### src/rtl/sa_cache_pkg.sv
package sa_cache_pkg;
  typedef enum logic [1:0] {
    ST_IDLE   = 2'd0,
    ST_EVICT  = 2'd1,
    ST_REFILL = 2'd2,
    ST_WTHRU  = 2'd3
  } cache_st_e;

  localparam int NUM_WAYS = 2;
endpackage

### src/rtl/sa_cache_tags.sv
module sa_cache_tags #(
  parameter int TAG_W = 6,
  parameter int IDX_W = 2
) (
  input  logic                         clk,
  input  logic                         rst,
  input  logic [IDX_W-1:0]             rd_idx,
  input  logic [TAG_W-1:0]             cmp_tag,
  output logic [1:0]                   hit_o,
  output logic [1:0]                   valid_o,
  output logic [1:0]                   dirty_o,
  output logic [1:0][TAG_W-1:0]        tag_o,
  input  logic                         fill_en,
  input  logic                         fill_way,
  input  logic [IDX_W-1:0]             fill_idx,
  input  logic [TAG_W-1:0]             fill_tag,
  input  logic                         mark_en,
  input  logic                         mark_way,
  input  logic [IDX_W-1:0]             mark_idx
);
  localparam int SETS = 2**IDX_W;

  for (genvar w = 0; w < sa_cache_pkg::NUM_WAYS; w++) begin : g_way
    logic [TAG_W-1:0] tag_mem [SETS];
    logic [SETS-1:0]  vld_q;
    logic [SETS-1:0]  drt_q;
    logic             fill_here;
    logic             mark_here;

    assign fill_here = fill_en && (fill_way == 1'(w));
    assign mark_here = mark_en && (mark_way == 1'(w));

    always_ff @(posedge clk) begin
      if (fill_here) tag_mem[fill_idx] <= fill_tag;
    end

    always_ff @(posedge clk) begin
      if (rst) begin
        vld_q <= '0;
        drt_q <= '0;
      end else if (fill_here) begin
        vld_q[fill_idx] <= 1'b1;
        drt_q[fill_idx] <= 1'b0;
      end else if (mark_here) begin
        drt_q[mark_idx] <= 1'b1;
      end
    end

    assign tag_o[w]   = tag_mem[rd_idx];
    assign valid_o[w] = vld_q[rd_idx];
    assign dirty_o[w] = drt_q[rd_idx];
    assign hit_o[w]   = vld_q[rd_idx] && (tag_mem[rd_idx] == cmp_tag);
  end
endmodule

### src/rtl/sa_cache_repl.sv
module sa_cache_repl #(
  parameter int IDX_W    = 2,
  parameter bit REPL_LRU = 1'b1
) (
  input  logic             clk,
  input  logic             rst,
  input  logic [IDX_W-1:0] rd_idx,
  output logic             victim_o,
  input  logic             touch_en,
  input  logic [IDX_W-1:0] touch_idx,
  input  logic             touch_way,
  input  logic             fill_en,
  input  logic [IDX_W-1:0] fill_idx,
  input  logic             fill_way
);
  localparam int SETS = 2**IDX_W;

  logic [SETS-1:0] next_out_q;

  if (REPL_LRU) begin : g_lru
    always_ff @(posedge clk) begin
      if (rst) begin
        next_out_q <= '0;
      end else if (touch_en) begin
        next_out_q[touch_idx] <= ~touch_way;
      end else if (fill_en) begin
        next_out_q[fill_idx] <= ~fill_way;
      end
    end
  end else begin : g_fifo
    logic unused_touch;
    assign unused_touch = ^{touch_en, touch_idx, touch_way};
    always_ff @(posedge clk) begin
      if (rst) begin
        next_out_q <= '0;
      end else if (fill_en) begin
        next_out_q[fill_idx] <= ~fill_way;
      end
    end
  end

  assign victim_o = next_out_q[rd_idx];
endmodule

### src/rtl/sa_cache_data.sv
module sa_cache_data #(
  parameter int IDX_W  = 2,
  parameter int LINE_W = 64
) (
  input  logic                    clk,
  input  logic                    wr_en,
  input  logic [IDX_W-1:0]        wr_idx,
  input  logic                    wr_way,
  input  logic [LINE_W-1:0]       wr_line,
  input  logic [IDX_W-1:0]        rd_idx,
  output logic [1:0][LINE_W-1:0]  rd_lines_o
);
  localparam int ENTRIES = 2**(IDX_W + 1);

  logic [LINE_W-1:0] line_mem [ENTRIES];

  always_ff @(posedge clk) begin
    if (wr_en) line_mem[{wr_idx, wr_way}] <= wr_line;
  end

  for (genvar w = 0; w < sa_cache_pkg::NUM_WAYS; w++) begin : g_rd
    assign rd_lines_o[w] = line_mem[{rd_idx, 1'(w)}];
  end
endmodule

### src/rtl/sa_cache.sv
module sa_cache #(
  parameter int ADDR_W     = 10,
  parameter int WORD_W     = 16,
  parameter int IDX_W      = 2,
  parameter int OFF_W      = 2,
  parameter bit WRITE_BACK = 1'b1,
  parameter bit REPL_LRU   = 1'b1
) (
  input  logic                            clk,
  input  logic                            rst,
  input  logic                            cpu_req,
  input  logic                            cpu_we,
  input  logic [ADDR_W-1:0]               cpu_addr,
  input  logic [WORD_W-1:0]               cpu_wdata,
  output logic [WORD_W-1:0]               cpu_rdata,
  output logic                            cpu_done,
  output logic                            mem_req,
  output logic                            mem_we,
  output logic [ADDR_W-OFF_W-1:0]         mem_addr,
  output logic [WORD_W*(2**OFF_W)-1:0]    mem_wdata,
  input  logic [WORD_W*(2**OFF_W)-1:0]    mem_rdata,
  input  logic                            mem_ack
);
  import sa_cache_pkg::*;

  localparam int TAG_W  = ADDR_W - IDX_W - OFF_W;
  localparam int WPL    = 2**OFF_W;
  localparam int LINE_W = WORD_W * WPL;

  cache_st_e state_q;
  logic      done_q;
  logic      vict_q;
  logic [WORD_W-1:0] rdata_q;

  logic [TAG_W-1:0] req_tag;
  logic [IDX_W-1:0] req_idx;
  logic [OFF_W-1:0] req_off;

  assign req_tag = cpu_addr[ADDR_W-1 -: TAG_W];
  assign req_idx = cpu_addr[OFF_W +: IDX_W];
  assign req_off = cpu_addr[OFF_W-1:0];

  logic [1:0]             hit_vec;
  logic [1:0]             valid_vec;
  logic [1:0]             dirty_vec;
  logic [1:0][TAG_W-1:0]  way_tag;
  logic [1:0][LINE_W-1:0] way_line;
  logic                   repl_victim;

  logic              any_hit;
  logic              hit_way;
  logic [LINE_W-1:0] hit_line;
  logic [LINE_W-1:0] merged_line;
  logic [WORD_W-1:0] hit_word;
  logic              victim;
  logic              accept;
  logic              refill_done;

  assign any_hit     = |hit_vec;
  assign hit_way     = hit_vec[1];
  assign hit_line    = way_line[hit_way];
  assign hit_word    = hit_line[req_off*WORD_W +: WORD_W];
  assign accept      = (state_q == ST_IDLE) && cpu_req && !done_q;
  assign refill_done = (state_q == ST_REFILL) && mem_ack;

  always_comb begin
    merged_line = hit_line;
    merged_line[req_off*WORD_W +: WORD_W] = cpu_wdata;
  end

  always_comb begin
    if (!valid_vec[0])      victim = 1'b0;
    else if (!valid_vec[1]) victim = 1'b1;
    else                    victim = repl_victim;
  end

  logic              dw_en;
  logic              dw_way;
  logic [LINE_W-1:0] dw_line;

  assign dw_en   = (accept && any_hit && cpu_we) || refill_done;
  assign dw_way  = refill_done ? vict_q : hit_way;
  assign dw_line = refill_done ? mem_rdata : merged_line;

  sa_cache_tags #(.TAG_W(TAG_W), .IDX_W(IDX_W)) tags_i (
    .clk      (clk),
    .rst      (rst),
    .rd_idx   (req_idx),
    .cmp_tag  (req_tag),
    .hit_o    (hit_vec),
    .valid_o  (valid_vec),
    .dirty_o  (dirty_vec),
    .tag_o    (way_tag),
    .fill_en  (refill_done),
    .fill_way (vict_q),
    .fill_idx (req_idx),
    .fill_tag (req_tag),
    .mark_en  (WRITE_BACK && accept && any_hit && cpu_we),
    .mark_way (hit_way),
    .mark_idx (req_idx)
  );

  sa_cache_repl #(.IDX_W(IDX_W), .REPL_LRU(REPL_LRU)) repl_i (
    .clk       (clk),
    .rst       (rst),
    .rd_idx    (req_idx),
    .victim_o  (repl_victim),
    .touch_en  (accept && any_hit),
    .touch_idx (req_idx),
    .touch_way (hit_way),
    .fill_en   (refill_done),
    .fill_idx  (req_idx),
    .fill_way  (vict_q)
  );

  sa_cache_data #(.IDX_W(IDX_W), .LINE_W(LINE_W)) data_i (
    .clk        (clk),
    .wr_en      (dw_en),
    .wr_idx     (req_idx),
    .wr_way     (dw_way),
    .wr_line    (dw_line),
    .rd_idx     (req_idx),
    .rd_lines_o (way_line)
  );

  always_ff @(posedge clk) begin
    if (rst) begin
      state_q   <= ST_IDLE;
      done_q    <= 1'b0;
      vict_q    <= 1'b0;
      rdata_q   <= '0;
      mem_req   <= 1'b0;
      mem_we    <= 1'b0;
      mem_addr  <= '0;
      mem_wdata <= '0;
    end else begin
      done_q <= 1'b0;
      unique case (state_q)
        ST_IDLE: begin
          if (accept) begin
            if (any_hit) begin
              if (!cpu_we) begin
                rdata_q <= hit_word;
                done_q  <= 1'b1;
              end else if (WRITE_BACK) begin
                done_q  <= 1'b1;
              end else begin
                mem_req   <= 1'b1;
                mem_we    <= 1'b1;
                mem_addr  <= {req_tag, req_idx};
                mem_wdata <= merged_line;
                state_q   <= ST_WTHRU;
              end
            end else begin
              vict_q  <= victim;
              mem_req <= 1'b1;
              if (WRITE_BACK && valid_vec[victim] && dirty_vec[victim]) begin
                mem_we    <= 1'b1;
                mem_addr  <= {way_tag[victim], req_idx};
                mem_wdata <= way_line[victim];
                state_q   <= ST_EVICT;
              end else begin
                mem_we    <= 1'b0;
                mem_addr  <= {req_tag, req_idx};
                state_q   <= ST_REFILL;
              end
            end
          end
        end
        ST_EVICT: begin
          if (mem_ack) begin
            mem_we   <= 1'b0;
            mem_addr <= {req_tag, req_idx};
            state_q  <= ST_REFILL;
          end
        end
        ST_REFILL: begin
          if (mem_ack) begin
            mem_req <= 1'b0;
            state_q <= ST_IDLE;
          end
        end
        ST_WTHRU: begin
          if (mem_ack) begin
            mem_req <= 1'b0;
            mem_we  <= 1'b0;
            done_q  <= 1'b1;
            state_q <= ST_IDLE;
          end
        end
        default: state_q <= ST_IDLE;
      endcase
    end
  end

  assign cpu_done  = done_q;
  assign cpu_rdata = rdata_q;
endmodule

### config.mk
export PLATFORM = sky130hd
export DESIGN_NAME = sa_cache
export DESIGN_NICKNAME = d
export VERILOG_FILES = /design/src/rtl/sa_cache_pkg.sv /design/src/rtl/sa_cache_tags.sv /design/src/rtl/sa_cache_repl.sv /design/src/rtl/sa_cache_data.sv /design/src/rtl/sa_cache.sv
export SDC_FILE = /design/constraint.sdc
export NUM_CORES = 1
export LEC_CHECK = 0
export BUFFER_PORTS_ARGS = -buffer_cell sky130_fd_sc_hd__buf_4
export CELL_PAD_IN_SITES_DETAIL_PLACEMENT = 2
export CELL_PAD_IN_SITES_GLOBAL_PLACEMENT = 2
export CORE_MARGIN = 2
export CORE_UTILIZATION = 50
export CTS_BUF_LIST = sky130_fd_sc_hd__clkbuf_8
export CTS_CLUSTER_DIAMETER = 200
export DETAILED_ROUTE_END_ITERATION = 10
export HOLD_SLACK_MARGIN = 0.08
export PLACE_DENSITY_LB_ADDON = 0.1
export SLEW_MARGIN = 20
export SYNTH_ARGS = -nofsm -noshare
export SYNTH_HDL_FRONTEND = slang
export SYNTH_HIERARCHICAL = 1
export SYNTH_SLANG_ARGS = --single-unit
### constraint.sdc
create_clock -name clk -period 28 [get_ports clk]
set_input_delay 2.8 -clock clk [delete_from_list [all_inputs] [get_ports clk]]
set_output_delay 2.8 -clock clk [all_outputs]
set_load 0.02 [all_outputs]
==> results of run 1 <==
[worst paths after layout]
path	from	end	cells after the start	slack (ns)
worst max-delay path	cpu_addr[2]	data_i/line_mem[2][53]$_DFFE_PP_	12	19.30
worst min-delay path	tags_i/g_way[1].vld_q[3]$_SDFFE_PP0P_	tags_i/g_way[1].vld_q[3]$_SDFFE_PP0P_	2	0.47
worst max register to register	tags_i/g_way[1].tag_mem[1][1]$_DFFE_PP_	data_i/line_mem[2][53]$_DFFE_PP_	11	21.93
worst min register to register	tags_i/g_way[1].vld_q[3]$_SDFFE_PP0P_	tags_i/g_way[1].vld_q[3]$_SDFFE_PP0P_	2	0.47
[power by group through the flow]
stage | clock [uW] | combinational [uW] | sequential [uW]
floorplan | 0 | 104 | 1140
detailed placement | 0 | 179 | 1140
global placement | 0 | 167 | 1140
global route | 862 | 195 | 1120
finish | 808 | 184 | 1120
CTS | 821 | 183 | 1120
[Yosys cell counts, types with 16 or more instances]
cell      number
mux4_2       135
a211oi_1      64
dfxtp_1      114
o22ai_1       16
nor3_1        22
mux2i_1      165
nor2_1       239
edfxtp_1     560
a21oi_1      143
inv_1         18
buf_2         36
clkbuf_1      60
[worst register-to-register path, cell delays in order, from the launching register on]
cell,delay [ns]
edfxtp_1,0.38
mux4_1,0.58
xnor2_1,0.20
nand4_1,0.17
nor4_4,0.15
buf_4,0.66
nor2_1,0.31
nor2_1,0.80
and2_1,0.28
or2_2,0.22
nor4bb_4,0.91
buf_4,0.97
[per-layer routing]
| layer | vias up | share of wire, % | wire, um |
|---|---|---|---|
| met5 | - | 0.0074 | 7 |
| li1 | 7318 | - | - |
| met1 | 9418 | 38 | 36400 |
| met3 | 207 | 6.3 | 6000 |
| met2 | 789 | 51 | 48100 |
| met4 | 2 | 4.3 | 4030 |
[cells by family after synthesis]
kind of cell             Yosys count  share of synthesized area [%]
AO/OA/AOI/OAI                    263                           5.69
buffers and inverters            135                           2.74
flip-flops                       674                           67.6
multiplexers                     312                           17.6
XOR/XNOR                          12                          0.372
adder cells (fa/ha/maj)            9                          0.398
AND/OR/NAND/NOR                  338                           5.64
[registers in the layout, indices dropped and copies added, names as in the netlist]
name and flops:
data_i/line_mem 512, mem_wdata 64, tags_i/g_way.tag_mem 48, cpu_rdata 16
mem_addr 8, tags_i/g_way.drt_q 8, tags_i/g_way.vld_q 8, repl_i/next_out_q 4
state_q 2, cpu_done 1, mem_req 1, mem_we 1
vict_q 1
[through the flow]
step / hold WS, ns / instance area, sq um
global placement: 0.430 / 30200
detailed placement: 0.461 / 30200
floorplan: 0.421 / 28300
CTS: 0.470 / 32300
finish: 0.468 / 32300
global route: 0.507 / 32300
[final cells by class]
cell class	instances	area, sq um	area share (%)
timing repair buffer	215	1630	5.05
sequential	674	19100	59.2
tap	756	946	2.93
antenna	2	5.00	0.0155
clock buffer	124	1710	5.29
inverter	19	71.3	0.221
multi-input combinational	934	8500	26.3
clock inverter	81	328	1.02
==> summary.txt, run 1 <==
Outcome
  • Outcome: completed

Power and ir drop
  • P_int: 1580 uW
  • Combinational Power Share: 8.7%
  • Sw Ratio: 25.4%
  • VDD IR max: 0.0532 mV
  • Net switching power: 537 uW
  • Pleak: 0.0109 uW
  • Sequential share of power: 53.1%
  • Clock network fraction of total power: 38.2%
  • Pwr per Cell Area: 65.5 nW/um^2
  • Tot Pwr: 2120 uW

GRT
  • Met1 usage: 41.1%
  • Initial antenna violation count: 2
  • Global route overflow: 0
  • GRT busiest layer: met2
  • Global Route met3 Usage: 6.18%
  • Global Route Usage Sum: 32.5%
  • First-pass GRT wire length: 138000 um
  • Global Route met2 Usage: 55.2%
  • Number of global-route vias before repair: 19500
  • Largest net degree at the start of global routing: 75

Finish
  • Core Util, Final: 57.5%
  • Nets: 2057
  • Area Growth Syn to Fin: 14.2%
  • Commonest non-fill, non-tap cells in the layout: edfxtp_1 (560), nor2_1 (238), buf_4 (212), mux2i_1 (165), a21oi_1 (143)
  • Most common cell after layout, fill and taps aside: edfxtp_1
  • Fill cells: 4875
  • Post-Layout Cell Count: 2805
  • Layout cell share with drive strength beyond 1: 25.0%

Worst setup path
  • CP max stage delay: 0.96 ns
  • Req. time, crit path: 28.31 ns
  • Slowest CP cell: buf_4
  • CP Cell Sequence: buf_8 > buf_4 > mux4_1 > xnor2_1 > nand4_1 > nor4_2 > nor2_1 > nor2_1 > and2_1 > or2_2 > nor4bb_4 > buf_4
  • Crit end category: flop
  • Worst setup SP type: input port
  • CP Class: input port to flop
  • Arrival @ worst endpoint: 9.02 ns
  • Worst Path Buf+Inv: 3
  • Max Fanout on Critical Path: 60
  • CP delay by family, top: simple AND/OR/NAND/NOR gates

Timing
  • Total Negative Setup Slacks: 0 ns
  • Max_slew headroom: 23.6%
  • Final setup violation count: 0
  • Transition time at the pin with the least slew margin: 1.14 ns
  • Final WS setup: 19.30 ns
  • Min cycle time layout: 8.70 ns
  • Final period utilization: 31.1%
  • Clock skew: 0.0275 ns
  • Achievable frequency: 0.115 GHz
  • Final Hold Vio Count: 0
  • RSZ-0062 raised after global routing: false
  • Max-slew violations: 0

Logic synthesis
  • Top cell type by total area after synthesis: edfxtp_1
  • Register area share after synthesis: 67.6%
  • Synth cell types: 60
  • EDFF count, synth: 560
  • Synth Instances: 1743
  • Top cell type's share of synthesized area: 59.5%
  • Synth top area cells: edfxtp_1 (59%), mux4_2 (11%), dfxtp_1 (8.1%)
  • Syn Nets: 1847
  • Async set-or-reset flop fraction in the synthesized netlist: 0%
  • Synth warn: 6
  • Mapped cell area: 28300 sq um
  • Synth Register Bits: 674
  • Main synth FF type: edfxtp_1
  • Synthesized area per cell: 16.2 sq um

Routing
  • WL final: 94500 um
  • Detailed Routing Iterations Pass 1: 5
  • Post-route ant nets: 0
  • Vias per std cell: 6.32
  • Initial drt markers: 1488
  • Drc violations: 0
  • Vias: 17700
  • Wirelength per Cell: 33.7 um

Die
  • Horiz. Die Dim: 242 um
  • IO Count: 186
  • Initial Util: 50.3%
  • Core area: 56200 sq um
  • Total Die Area: 58500 sq um
  • Die span in y: 242 um
  • Std-Cell Rows: 87

Worst hold path
  • Hold WC Path Type: flop to flop

Clocking
  • Reg clk slew, reported paths: 0.06 ns
  • CTS tree: yes
  • Number of gates resized after cts: 0
  • H-tree depth: 3
  • Root Driver: clkbuf_8
  • CTS Buffer Depth: 3
  • Cts bufs inserted: 109
  • Hold_buf cts: 0
  • Clock Latency Late Sink: 0.72 ns
  • Post-CTS setup buffer count: 0
  • Clk sink count: 674

Placed design
  • Placed insts: 2598
  • Dpl ws: 18.65 ns
  • Port Buffer Count: 185
  • DP Wirelength: 59100 um
  • Final RePlAce weighted congestion: 0.798

Run
  • # Max-Cap Violations: 0
Note: power is estimated with default switching activity, not from simulation.
==> run 2, diff against run 1 <==
- CORE_UTILIZATION: 50 -> 42
- clock period: 28 -> 7.6 ns (I/O delays scaled with it)
==> summary.txt, run 2 (synthesis gave the netlist of run 1 again) <==
Worst setup path
  • Worst setup SP type: input port
  • Max Fanout on Critical Path: 99 (+65%)
  • Arrival @ worst endpoint: 5.27 ns (-3.75 ns)
  • Reg2Reg Capture Point: data_i/line_mem[7][47]$_DFFE_PP_
  • R2R setup slack: 3.31 ns (-18.62 ns)
  • Req. time, crit path: 7.96 ns (-20.35 ns)
  • R2r worst-path depth: 8 (-3)
  • Crit end category: flop
  • CP Class: input port to flop
  • Worst r2r src: tags_i/g_way[1].tag_mem[1][1]$_DFFE_PP_

Timing
  • Clock skew: 0.0320 ns (+0.00452 ns)
  • Final Hold Vio Count: 0 (unchanged)
  • Transition time at the pin with the least slew margin: 1.11 ns (-0.0377 ns)
  • Final period utilization: 64.5%
  • Max_slew headroom: 26.2% (+2.7 points)
  • Max-slew violations: 0 (unchanged)
  • Min Hold Slack: 0.362 ns (-0.106 ns)
  • Achievable frequency: 0.204 GHz
  • Final setup violation count: 0 (unchanged)
  • Total Negative Setup Slacks: 0 ns (unchanged)
  • Min cycle time layout: 4.91 ns
  • Final WS setup: 2.69 ns (-16.60 ns)
  • RSZ-0062 raised after global routing: false

Placed design
  • Placed insts: 2721 (+4.7%)
  • Port Buffer Count: 185 (unchanged)
  • Final RePlAce weighted congestion: 0.784 (-1.7%)
  • Dpl ws: 1.95 ns (-16.70 ns)
  • DP Wirelength: 57500 um (-2.7%)

Finish
  • Commonest non-fill, non-tap cells in the layout: edfxtp_1 (560), nor2_1 (238), buf_4 (217), mux2i_1 (165), a21oi_1 (143)
  • Nets: 2068 (+0.53%)
  • Layout cell share with drive strength beyond 1: 25.7% (+0.65 points)
  • Biggest regs: data_i/line_mem: 512 flops, mem_wdata: 64 flops, tags_i/g_way.tag_mem: 48 flops
  • Most flops, register: data_i/line_mem
  • Fill cells: 6209 (+27%)
  • Multi-input gate area: 8510 sq um (+0.15%)
  • Register area: 19100 sq um (unchanged)
  • Area Growth Syn to Fin: 15.2%
  • Post-Layout Cell Count: 2935 (+4.6%)
  • Most common cell after layout, fill and taps aside: edfxtp_1
  • Largest register FFs: 512 (unchanged)

Clocking
  • Post-CTS setup buffer count: 0 (unchanged)
  • Root Driver: clkbuf_8
  • Cts bufs inserted: 114 (+4.6%)
  • Clk sink count: 674 (unchanged)
  • H-tree depth: 3 (unchanged)
  • Number of gates resized after cts: 0 (unchanged)
  • Clock Latency Late Sink: 0.71 ns (about the same)
  • Reg clk slew, reported paths: 0.06 ns (about the same)
  • Hold_buf cts: 0 (unchanged)
  • CTS tree: yes
  • CTS Buffer Depth: 3 (unchanged)

Routing
  • Detailed Routing Iterations Pass 1: 5 (unchanged)
  • Initial drt markers: 1422 (-4.4%)
  • Vias per std cell: 5.82 (-7.9%)
  • Wirelength per Cell: 30.7 um (-9.0%)
  • Post-route ant nets: 0 (unchanged)
  • WL final: 90100 um (-4.7%)
  • Vias: 17100 (-3.7%)
  • Drc violations: 0 (unchanged)

Die
  • IO Count: 186 (unchanged)
  • Die span in y: 263 um (+9.0%)
  • Std-Cell Rows: 95 (+9.2%)
  • Core area: 66900 sq um (+19%)
  • Initial Util: 42.2% (-8.1 points)
  • Horiz. Die Dim: 263 um (+9.0%)
  • Total Die Area: 69400 sq um (+19%)

GRT
  • Global Route Usage Sum: 26.1% (-6.4 points)
  • Initial antenna violation count: 1 (-1)
  • Global route overflow: 0 (unchanged)
  • First-pass GRT wire length: 131000 um (-5.0%)
  • Number of global-route vias before repair: 18600 (-4.9%)
  • Largest net degree at the start of global routing: 100 (+33%)

Worst hold path
  • Worst hold endpoint: tags_i/g_way[0].tag_mem[2][5]$_DFFE_PP_
  • Hold WC Path Type: input port to flop
  • Hold path cells: 1 (-1)
  • Hold_sp: cpu_addr[9]

Power and ir drop
  • VDD IR max: 0.125 mV (+130%)
  • Pwr per Cell Area: 240 nW/um^2 (+270%)
  • Pleak: 0.0110 uW (+0.68%)
  • Tot Pwr: 7800 uW (+270%)

Run
  • # Max-Cap Violations: 0 (unchanged)

Outcome
  • Outcome: completed
## run 2: worst max-delay path, cell delays in order
cell and delay [ns]:
buf_8 0.67, mux4_1 0.70, xnor2_1 0.18, nand4_1 0.18, nor4_4 0.29, buf_12 0.49, mux2_2 0.45, and4_4 0.83
buf_4 0.43
## run 2: final cells by class
type	count	area share [%]
flip-flops and latches	674	58.7
multi-input cells	934	26.1
clock buffers	125	5.28
repair buffers	221	5.23
well taps	873	3.35
clock inverters	88	1.10
inverters	19	0.219
diodes	1	0.00769
## run 2: worst max-delay path by stage
| stage | start | end | slack [ns] | depth (start not counted) |
|---|---|---|---|---|
| after floorplan | cpu_addr[3] | data_i/line_mem[1][0]$_DFFE_PP_ | 0.30 | 10 |
| after global placement | cpu_addr[2] | data_i/line_mem[7][46]$_DFFE_PP_ | 1.96 | 9 |
| after detailed placement | cpu_addr[2] | data_i/line_mem[7][52]$_DFFE_PP_ | 1.95 | 9 |
| after CTS | cpu_addr[2] | data_i/line_mem[7][47]$_DFFE_PP_ | 2.69 | 9 |
| after global routing | cpu_addr[2] | data_i/line_mem[7][53]$_DFFE_PP_ | 2.42 | 12 |
| final | cpu_addr[2] | data_i/line_mem[7][47]$_DFFE_PP_ | 2.69 | 9 |
## run 2: metal layers
metal | up-vias | wire (um) | GRT usage (%)
met2 | 556 | 43700 | 42.5
met4 | 0 | 3050 | 9.88
met5 | - | 0 | 0
met3 | 135 | 5540 | 5.16
met1 | 9041 | 37800 | 34.7
li1 | 7353 | - | -
## run 2: power breakdown
part,switching [uW],internal [uW]
Sequential,13.0,4120
Combinational,458,211
Clock,1490,1500
Total,1970,5840
## run 2: metrics by stage
stage               util [%]  area (sq um)
floorplan                  -         28300
global placement        45.5         30400
detailed placement      45.5         30500
CTS                     48.6         32600
global route            48.7         32600
finish                  48.7         32600
==> run 3, diff against run 2 <==
- ABC_AREA: unset -> 1
- CORE_UTILIZATION: 42 -> 39
- clock period: 7.6 -> 4.8 ns (I/O delays scaled with it)
==> summary.txt, run 3 <==
Logic synthesis
  • Register area share after synthesis: 58.5% (-9.1 points)
  • Synth cell types: 33 (-45%)
  • XOR/XNOR Fraction of Synth Area: 0% (-0.37 points)
  • Synthesized area per cell: 8.64 sq um (-47%)
  • Syn Nets: 3884 (+110%)
  • Cell with the most instances after synthesis: nand2_1
  • Top cell type's share of synthesized area: 51.5% (-8.0 points)
  • Main synth FF type: edfxtp_1
  • Synth warn: 6 (unchanged)
  • Synth Register Bits: 674 (unchanged)
  • Async set-or-reset flop fraction in the synthesized netlist: 0% (unchanged)
  • Top cell type by total area after synthesis: edfxtp_1
  • Mapped cell area: 32700 sq um (+16%)
  • Post-Synth Simple-Gate Area: 23.9% (+18 points)
  • Synth Instances: 3780 (+120%)
  • EDFF count, synth: 560 (unchanged)
  • Post-Synth Adder-Cell Area: 0.345% (-0.054 points)
  • Synth Area in Compound Gates: 5.16% (-0.53 points)
  • Synth top area cells: edfxtp_1 (51%), nand2_1 (15%), inv_1 (8.0%)
  • Portion of netlist area occupied by mux cells: 0% (-18 points)
  • Largest family of logic cells by synthesized area: simple AND/OR/NAND/NOR gates
  • Top cells by count, synth: nand2_1 (1283), inv_1 (692), edfxtp_1 (560)

Worst setup path
  • R2R setup slack: 1.38 ns (-1.93 ns)
  • Arrival @ worst endpoint: 3.81 ns (-1.46 ns)
  • Max Fanout on Critical Path: 59 (-40%)
  • CP Class: flop to flop
  • Worst setup SP type: flop
  • Crit end category: flop
  • Reg2Reg Capture Point: data_i/line_mem[1][44]$_DFFE_PP_
  • Worst r2r src: tags_i/g_way[1].tag_mem[3][0]$_DFFE_PP_
  • Req. time, crit path: 5.19 ns (-2.77 ns)
  • R2r worst-path depth: 14 (+6)

Finish
  • Most flops, register: data_i/line_mem
  • Commonest non-fill, non-tap cells in the layout: nand2_1 (1282), inv_1 (756), edfxtp_1 (560), nand3_1 (421), buf_4 (226)
  • Layout cell share with drive strength beyond 1: 11.2% (-14 points)
  • Nets: 4061 (+96%)
  • Biggest regs: data_i/line_mem: 512 flops, mem_wdata: 64 flops, tags_i/g_way.tag_mem: 48 flops
  • Most common cell after layout, fill and taps aside: nand2_1
  • Area Growth Syn to Fin: 14.2%
  • Largest register FFs: 512 (unchanged)
  • Core Util, Final: 44.8% (-3.9 points)
  • Post-Layout Cell Count: 5149 (+75%)

Clocking
  • Clk sink count: 674 (unchanged)
  • CTS tree: yes
  • Number of gates resized after cts: 0 (unchanged)
  • Root Driver: clkbuf_8
  • Cts bufs inserted: 121 (+6.1%)
  • Post-CTS setup buffer count: 0 (unchanged)
  • Clock Latency Late Sink: 0.78 ns (+0.07 ns)
  • CTS Buffer Depth: 3 (unchanged)
  • H-tree depth: 3 (unchanged)
  • Reg clk slew, reported paths: 0.06 ns (about the same)

Routing
  • WL final: 127000 um (+41%)
  • Initial drt markers: 1905 (+34%)
  • Vias per std cell: 5.30 (-9.0%)
  • Vias: 27300 (+60%)
  • Wirelength per Cell: 24.6 um (-20%)
  • Detailed Routing Iterations Pass 1: 5 (unchanged)
  • Post-route ant nets: 0 (unchanged)
  • Drc violations: 0 (unchanged)

Die
  • Std-Cell Rows: 106 (+12%)
  • IO Count: 186 (unchanged)
  • Horiz. Die Dim: 293 um (+11%)
  • Initial Util: 39.2% (-3.0 points)
  • Die span in y: 293 um (+11%)
  • Total Die Area: 86100 sq um (+24%)
  • Core area: 83300 sq um (+24%)

Timing
  • Final Hold Vio Count: 0 (unchanged)
  • Clock skew: 0.0446 ns (+0.0126 ns)
  • Transition time at the pin with the least slew margin: 1.00 ns (-0.104 ns)
  • Final setup violation count: 0 (unchanged)
  • Min cycle time layout: 3.42 ns
  • Achievable frequency: 0.292 GHz
  • Total Negative Setup Slacks: 0 ns (unchanged)
  • Final WS setup: 1.38 ns (-1.31 ns)
  • RSZ-0062 raised after global routing: false
  • Final period utilization: 71.2%
  • Max-slew violations: 0 (unchanged)
  • Max_slew headroom: 33.1% (+6.9 points)

Worst hold path
  • Hold WC Path Type: input port to flop
  • Hold_sp: cpu_addr[3]
  • Worst hold endpoint: mem_addr[1]$_SDFFE_PP0P_
  • Hold path cells: 3 (+2)

GRT
  • Largest net degree at the start of global routing: 149 (+49%)
  • Number of global-route vias before repair: 29800 (+61%)
  • Global route overflow: 0 (unchanged)
  • Global Route Usage Sum: 29.2% (+3.1 points)
  • First-pass GRT wire length: 189000 um (+43%)
  • Initial antenna violation count: 2 (+1)

Placed design
  • Port Buffer Count: 185 (unchanged)
  • Placed insts: 4907 (+80%)
  • Dpl ws: 0.837 ns (-1.11 ns)
  • Final RePlAce weighted congestion: 0.846 (+7.9%)
  • DP Wirelength: 83600 um (+46%)

Power and ir drop
  • VDD IR max: 0.217 mV (+74%)
  • Clock network fraction of total power: 39.7% (+1.3 points)
  • Sw Ratio: 28.1% (+2.9 points)
  • Combinational Power Share: 11.4% (+2.8 points)
  • Tot Pwr: 13500 uW (+72%)
  • Net switching power: 3790 uW (+93%)
  • Pleak: 0.0170 uW (+54%)
  • Sequential share of power: 48.9% (-4.1 points)
  • Pwr per Cell Area: 361 nW/um^2 (+50%)
  • P_int: 9660 uW (+66%)

Outcome
  • Outcome: completed

Run
  • # Max-Cap Violations: 0 (unchanged)
## run 3: changes by cell type after synthesis, sizes merged, moves of 124 or more
cell,previous run,this run
mux4,145,0
nand3,4,430
inv,19,701
nor2,239,115
o21ai,8,184
nand2,12,1292
mux2i,165,0
## run 3: repair_timing
action	in CTS	in global routing
setup endpoints to repair	0	0
hold buffers	7	0
hold endpoints to repair	49	0
## run 3: area by class of cell
cell class	instances	area (sq um)
Fill cell	9295	46000
Sequential cell	674	19100
Multi-Input combinational cell	2206	9680
Inverter	703	2660
Timing Repair Buffer	251	2110
Clock buffer	143	1970
Tap cell	1080	1350
Clock inverter	88	412
Antenna cell	4	10.0
## run 3: per-stage QoR
stage / area, sq um / hold slack [ns]
finish: 37300 / 0.167
CTS: 37300 / 0.121
floorplan: 32700 / 0.440
global placement: 34800 / 0.451
global route: 37300 / 0.180
detailed placement: 34800 / 0.460
## run 3: worst max-delay path, stage by stage (launching register included)
cell      delay [ns]
edfxtp_1        0.39
nand2_1         0.10
nand3_1         0.11
nand3b_1        0.13
nand2_1         0.06
nor2_1          0.12
nand2_1         0.11
nor2_4          0.27
nor2_8          0.08
nor2_4          0.12
inv_1           0.05
o21ai_0         0.32
nand2_1         0.33
nor2_4          0.35
buf_12          0.45
## run 3: how the worst max path moves through the flow
stage | cells past startpoint | start | endpoint
floorplan | 18 | cpu_addr[2] | data_i/line_mem[5][0]$_DFFE_PP_
global route | 14 | tags_i/g_way[1].tag_mem[1][2]$_DFFE_PP_ | data_i/line_mem[1][44]$_DFFE_PP_
finish | 14 | tags_i/g_way[1].tag_mem[3][0]$_DFFE_PP_ | data_i/line_mem[1][44]$_DFFE_PP_
CTS | 14 | tags_i/g_way[1].tag_mem[3][0]$_DFFE_PP_ | data_i/line_mem[1][25]$_DFFE_PP_
detailed placement | 16 | cpu_addr[3] | data_i/line_mem[1][45]$_DFFE_PP_
global placement | 16 | cpu_addr[3] | data_i/line_mem[1][45]$_DFFE_PP_
## run 3: power by group through the flow
stage | logic, uW | clock network [uW] | registers [uW]
after floorplan | 855 | 0 | 6700
after global placement | 1440 | 0 | 6690
after detailed placement | 1510 | 0 | 6690
after CTS | 1530 | 5450 | 6570
after global routing | 1660 | 5690 | 6580
final | 1540 | 5340 | 6570
## run 3: cell families (layout without fill, tap and decap cells)
family	after synthesis	count (layout)
simple gates	1875	1875
buf+inv	900	1185
flops	674	674
compound gates	322	322
fa+ha+maj	9	9
other cells	0	4
## run 3: layer usage
layer / up-vias / global-route usage, % / routed length, um
met2: 762 / 50.1 / 62100
met5: - / 0 / 0
met4: 0 / 9.69 / 3730
met1: 13900 / 38.3 / 55000
li1: 12400 / - / -
met3: 209 / 3.48 / 5910
